$ cat src/rtl/fdag_pkg.sv
package fdag_pkg;
    localparam int AW   = 32;
    localparam int DW   = 32;
    localparam int HW   = 11;
    localparam int VW   = 11;
    localparam int BPPW = 3;
    localparam int CW   = HW + VW;
    localparam int PW   = HW + VW + 4;
    localparam int BLW  = 5;
    localparam int NCH  = 2;

    typedef enum logic {CH_UP = 1'b0, CH_LO = 1'b1} chan_e;

    typedef struct packed {
        logic [AW-1:0]    ubase;
        logic [AW-1:0]    lbase;
        logic [HW-1:0]    hpix;
        logic [VW-1:0]    vlin;
        logic [BPPW-1:0]  bpp_log;
        logic             dual;
        logic [BLW-2:0]   burst_m1;
    } cfg_t;

    typedef struct packed {
        logic             start;
        chan_e            ch;
        logic [AW-1:0]    addr;
        logic [BLW-1:0]   len;
    } burst_t;

    function automatic logic [CW-1:0] frame_words(input logic [HW-1:0] h,
                                                  input logic [VW-1:0] v,
                                                  input logic [BPPW-1:0] b);
        logic [PW-1:0] p;
        logic [2:0]    sh;
        sh = (b > 3'd4) ? 3'd4 : b;
        p  = PW'(h) * PW'(v);
        p  = p << sh;
        return CW'(p >> 5);
    endfunction

    function automatic logic [BLW-1:0] clip_len(input logic [BLW-1:0] burst,
                                                input logic [CW-1:0] left);
        return (CW'(burst) > left) ? BLW'(left) : burst;
    endfunction
endpackage

$ cat src/rtl/fdag_cfg.sv
module fdag_cfg
    import fdag_pkg::*;
#(
    parameter int DWID = DW
) (
    input  logic              clk,
    input  logic              rst,
    input  logic              we,
    input  logic [1:0]        sel,
    input  logic [DWID/8-1:0] be,
    input  logic [DWID-1:0]   wdata,
    output cfg_t              regs
);
    localparam logic [DWID/8-1:0] FULL = '1;

    always_ff @(posedge clk) begin
        if (rst) begin
            regs <= '0;
        end else if (we && be == FULL) begin
            case (sel)
                2'd0: regs.ubase <= AW'(wdata);
                2'd1: regs.lbase <= AW'(wdata);
                2'd2: begin
                    regs.hpix    <= wdata[HW-1:0];
                    regs.vlin    <= wdata[HW+VW-1:HW];
                    regs.bpp_log <= wdata[HW+VW+BPPW-1:HW+VW];
                end
                default: begin
                    regs.dual     <= wdata[0];
                    regs.burst_m1 <= wdata[4+BLW-2:4];
                end
            endcase
        end
    end


    partial_write_ignored_chk: assert property (@(posedge clk) disable iff (rst)
        (we && be != FULL) |=> $stable(regs));
endmodule

$ cat src/rtl/fdag_channel.sv
module fdag_channel #(
    parameter int AWID = 32,
    parameter int CWID = 22,
    parameter int LWID = 5
) (
    input  logic            clk,
    input  logic            rst,
    input  logic            reload,
    input  logic [AWID-1:0] base_in,
    input  logic [CWID-1:0] size_in,
    input  logic            take,
    input  logic [LWID-1:0] take_len,
    input  logic            in_flight,
    output logic [AWID-1:0] addr,
    output logic [CWID-1:0] left,
    output logic            done
);
    always_ff @(posedge clk) begin
        if (rst) begin
            addr <= '0;
            left <= '0;
        end else if (reload) begin
            addr <= {base_in[AWID-1:2], 2'b00};
            left <= size_in;
        end else if (take) begin
            addr <= addr + AWID'({take_len, 2'b00});
            left <= left - CWID'(take_len);
        end
    end

    assign done = (left == '0) && !in_flight;


    count_never_grows_chk: assert property (@(posedge clk) disable iff (rst)
        !reload |=> left <= $past(left));


    burst_within_left_chk: assert property (@(posedge clk) disable iff (rst)
        take |-> (take_len != '0 && CWID'(take_len) <= left));
endmodule

$ cat src/rtl/fdag_arb.sv
module fdag_arb #(
    parameter int N = 2
) (
    input  logic         clk,
    input  logic         rst,
    input  logic         enable,
    input  logic         dual,
    input  logic [N-1:0] want,
    output logic [N-1:0] gnt
);
    logic         last_lo;
    logic [N-1:0] eff;

    assign eff = {want[1] & dual, want[0]};

    always_comb begin
        gnt = '0;
        if (enable) begin
            if (&eff) gnt = last_lo ? 2'b01 : 2'b10;
            else      gnt = eff;
        end
    end

    always_ff @(posedge clk) begin
        if (rst)       last_lo <= 1'b1;
        else if (|gnt) last_lo <= gnt[1];
    end


    single_grant_chk: assert property (@(posedge clk) disable iff (rst)
        $onehot0(gnt));
endmodule

$ cat src/rtl/frame_dma_addr_gen.sv
module frame_dma_addr_gen
    import fdag_pkg::*;
(
    input  logic          clk,
    input  logic          rst,
    input  logic          cfg_we,
    input  logic [1:0]    cfg_sel,
    input  logic [3:0]    cfg_be,
    input  logic [31:0]   cfg_wdata,
    input  logic          new_frame,
    input  logic          dreq_upper,
    input  logic          dreq_lower,
    input  logic          rd_done,
    output logic          rd_start,
    output logic [31:0]   rd_addr,
    output logic [4:0]    rd_len,
    output logic          rd_lower,
    output logic          eof_upper,
    output logic          eof_lower
);
    cfg_t            cfg;
    burst_t          out_q;
    logic            busy, nf_pend, act_dual;
    chan_e           busy_ch;
    logic [BLW-1:0]  act_burst;
    logic            apply, free;
    logic [NCH-1:0]  want, gnt, done;
    logic [AW-1:0]   ch_addr [NCH];
    logic [CW-1:0]   ch_left [NCH];
    logic [AW-1:0]   rl_base [NCH];
    logic [CW-1:0]   rl_size [NCH];
    logic [CW-1:0]   fw;
    chan_e           pick;
    logic [BLW-1:0]  issue_len;

    fdag_cfg #(.DWID(DW)) u_cfg (
        .clk(clk), .rst(rst), .we(cfg_we), .sel(cfg_sel), .be(cfg_be),
        .wdata(cfg_wdata), .regs(cfg)
    );

    assign apply = (new_frame || nf_pend) && !busy;
    assign free  = !busy && !apply;
    assign fw    = frame_words(cfg.hpix, cfg.vlin, cfg.bpp_log);

    assign rl_base[0] = cfg.ubase;
    assign rl_base[1] = cfg.lbase;
    assign rl_size[0] = cfg.dual ? (fw >> 1) : fw;
    assign rl_size[1] = cfg.dual ? (fw >> 1) : '0;

    assign pick      = gnt[1] ? CH_LO : CH_UP;
    assign issue_len = clip_len(act_burst, ch_left[pick]);

    for (genvar i = 0; i < NCH; i++) begin : g_ch
        assign want[i] = (i == 0 ? dreq_upper : dreq_lower) && (ch_left[i] != '0);
        fdag_channel #(.AWID(AW), .CWID(CW), .LWID(BLW)) u_ch (
            .clk(clk), .rst(rst), .reload(apply),
            .base_in(rl_base[i]), .size_in(rl_size[i]),
            .take(gnt[i]), .take_len(issue_len),
            .in_flight(busy && (busy_ch == chan_e'(i))),
            .addr(ch_addr[i]), .left(ch_left[i]), .done(done[i])
        );
    end

    fdag_arb #(.N(NCH)) u_arb (
        .clk(clk), .rst(rst), .enable(free), .dual(act_dual),
        .want(want), .gnt(gnt)
    );

    always_ff @(posedge clk) begin
        if (rst) begin
            busy      <= 1'b0;
            busy_ch   <= CH_UP;
            nf_pend   <= 1'b0;
            act_dual  <= 1'b0;
            act_burst <= BLW'(1);
            out_q     <= '0;
        end else begin
            out_q.start <= |gnt;
            if (|gnt) begin
                out_q.ch   <= pick;
                out_q.addr <= ch_addr[pick];
                out_q.len  <= issue_len;
                busy       <= 1'b1;
                busy_ch    <= pick;
            end else if (rd_done) begin
                busy <= 1'b0;
            end
            if (apply) begin
                nf_pend   <= 1'b0;
                act_dual  <= cfg.dual;
                act_burst <= BLW'(cfg.burst_m1) + BLW'(1);
            end else if (new_frame) begin
                nf_pend <= 1'b1;
            end
        end
    end

    assign rd_start  = out_q.start;
    assign rd_addr   = out_q.addr;
    assign rd_len    = out_q.len;
    assign rd_lower  = (out_q.ch == CH_LO);
    assign eof_upper = done[0];
    assign eof_lower = done[1];


    no_issue_while_busy_chk: assert property (@(posedge clk) disable iff (rst)
        (busy && !rd_done) |=> !rd_start);


    single_scan_upper_only_chk: assert property (@(posedge clk) disable iff (rst)
        (rd_start && !act_dual) |-> !rd_lower);
endmodule

$ cat config.mk
export PLATFORM = sky130hd
export DESIGN_NAME = frame_dma_addr_gen
export DESIGN_NICKNAME = d
export VERILOG_FILES = /design/src/rtl/fdag_pkg.sv /design/src/rtl/fdag_cfg.sv /design/src/rtl/fdag_channel.sv /design/src/rtl/fdag_arb.sv /design/src/rtl/frame_dma_addr_gen.sv
export SDC_FILE = /design/constraint.sdc
export NUM_CORES = 1
export LEC_CHECK = 0
export ABC_AREA = 1
export BUFFER_PORTS_ARGS = -buffer_cell sky130_fd_sc_hd__buf_4
export CAP_MARGIN = 15
export CELL_PAD_IN_SITES_DETAIL_PLACEMENT = 0
export CELL_PAD_IN_SITES_GLOBAL_PLACEMENT = 2
export CORE_ASPECT_RATIO = 0.6
export CORE_MARGIN = 4
export CORE_UTILIZATION = 30
export CTS_CLUSTER_DIAMETER = 150
export DETAILED_ROUTE_END_ITERATION = 8
export PLACE_DENSITY = 0.83
export SLEW_MARGIN = 40
export SYNTH_ARGS = -nofsm -noshare
export SYNTH_HDL_FRONTEND = slang
export SYNTH_HIERARCHICAL = 1
export SYNTH_SLANG_ARGS = --single-unit
$ cat constraint.sdc
create_clock -name clk -period 7.25 [get_ports clk]
set_clock_uncertainty 0.15 [all_clocks]
set_input_delay 0.3625 -clock clk [delete_from_list [all_inputs] [get_ports clk]]
set_output_delay 0.3625 -clock clk [all_outputs]
set_load 0.02 [all_outputs]
==> flow_summary.yaml <==
clocking:
  post_cts_buffers: 0
  clock_latency_ps: 580
  clk_path_buf_depth: 3
  cts-resized-gates: 0
  path_clk_slew_ps: 70
  numCtsBuffers: 26
  cts_hold_buffers: 12
  htreeDepth: 1
  clock-sinks: 242
  cts-root-buf: "clkbuf_16"
  cts_tree: "yes"
floorplan:
  num_rows: 74
  core_sq_um: 68100
  die_w_microns: 347
  initial_core_util: 0.303
  io_pins: 86
  dieArea_sq_um: 73300
  fp.dieH_microns: 211
drt:
  finalWirelength_microns: 78200
  via_count: 20700
  drt-pass1-iter-count: 5
  routedWlPerCell_microns: 18.4
  via_per_inst: 4.85
  detail-route-antenna-nets: 0
  first_iter_violations: 2019
  drc: 0
placement:
  port_buffers: 85
  place.gp.congestion: 0.896
  place_inst: 4202
  hpwl_microns: 60800
job:
  drv_cap: 0
synthesis:
  netlist_area_sq_um: 20700
  avgSynthCellArea_sq_um: 6.22
  ys_warn_count: 6
  synthCells: 3324
setup_path:
  reg2reg_depth: 23
  critPathKind: "register to register"
  worstSetupEndpointType: "register"
  startpoint: "u_cfg/regs[10]"
  r2r_slack_ps: 1110
  timing.rr.start: "u_cfg/regs[10]"
  r2r-end: "g_ch[0].u_ch/left[13]"
  cp_max_fo: 12
  critPathRequiredTime_ps: 7540
  cp-start-kind: "register"
  arrival_ps: 6420
min_path:
  hp-start: "cfg_wdata[13]"
  hp-class: "primary input to register"
  min_to: "u_cfg/regs[43]"
  worstHoldPathCells: 5
timing:
  rsz0062_at_grt: "no"
  slew_headroom: 0.486
  setup_viol_count_final: 0
  finalHoldWorstSlack_ps: 38.4
  hold_viol: 0
  fmax_ghz: 0.163
  worst_slew_pin_slew_ps: 771
  post-route-period-util: 0.847
  maxSlewViolCount: 0
  tns_ps: 0
  min_period_ps: 6140
layout:
  antenna_cells: 0
  final_net_count: 3545
  final_common_cell: "nand2_1"
  drive_gt1_frac: 0.0890
  stdcell_count: 4260
  final_cell_mix: "1021 x nand2_1, 634 x inv_1, 273 x nor2_1"
  syn_to_final_growth_pct: 11.4
global_route:
  grtUsageMet2: 0.235
  grt_busiest_layer: "met1"
  antenna_found_initial: 1
  grt_pass1_wl_microns: 118000
  gr-usage-all-layers: 0.208
  grt_use_met1: 0.364
  grt_remaining_overflow: 0
  grtUsageMet3: 0.0640
  grt_max_degree: 74
  grt_pass1_vias: 18700
pwr:
  powerDensity_nw_per_um2: 255
  p_leak_uw: 0.0117
  ir_drop_uv: 197
outcome:
  status: "finished, final reports clean"
power breakdown:
group          leakage [uW]  internal (uW)  switching, uW
registers           0.00196           1430            150
logic               0.00927            861           1970
clock network      0.000434            835            626
registers in the layout, summed over array words and instances (netlist names), 5 cells and up:
name and cells:
act_burst 5, g_ch.u_ch/addr 60, g_ch.u_ch/left 44, rd_addr 32, rd_len 5, u_cfg/regs 90
layout make-up:
| class | count | area [sq um] |
|---|---|---|
| Fill cell | 7749 | 45100 |
| Multi-Input combinational cell | 2296 | 12800 |
| Sequential cell | 242 | 4850 |
| Inverter | 647 | 2430 |
| Tap cell | 912 | 1140 |
| Timing Repair Buffer | 117 | 908 |
| Clock buffer | 32 | 704 |
| Clock inverter | 14 | 190 |
critical path, cell delays in order (launching register included):
cell and delay (ps):
dfxtp_1 630, nand2_1 160, fa_1 560, inv_1 50, fa_1 480, fa_1 520, fa_1 540, inv_1 50
fa_1 520, inv_1 40, ha_1 360, a21oi_1 300, and2_1 240, nor2_1 50, nor2_1 120, nand2_1 70
nand2_1 90, nand3_1 150, nand3_1 160, nand3_2 100, nand2_2 70, nand2_1 140, a22oi_1 330, a21oi_1 120
per-layer routing:
layer,up-vias,wire (microns)
met2,669,25500
met3,47,8260
met5,-,0
li1,10300,-
met1,9632,43800
met4,0,583
through the flow:
step / area, sq um / setup WS, ps / utilization / power, uW
after CTS: 23000 / 1210 / 0.338 / 5870
after global routing: 23000 / 790 / 0.338 / 6290
after floorplan: 20700 / 1920 / - / 3570
after global placement: 22000 / 1230 / 0.322 / 4400
after detailed placement: 22000 / 1230 / 0.323 / 4390
final: 23000 / 1110 / 0.338 / 5870
worst max path at each step:
stage | end | slack (ps) | depth (start not counted)
floorplan | g_ch[0].u_ch/left[9] | 1920 | 25
global placement | g_ch[0].u_ch/left[13] | 1230 | 23
detailed placement | g_ch[0].u_ch/left[13] | 1230 | 23
CTS | g_ch[0].u_ch/left[13] | 1210 | 23
global route | g_ch[0].u_ch/left[13] | 790 | 23
finish | g_ch[0].u_ch/left[13] | 1110 | 23
Note: power is estimated with default switching activity, not from simulation.
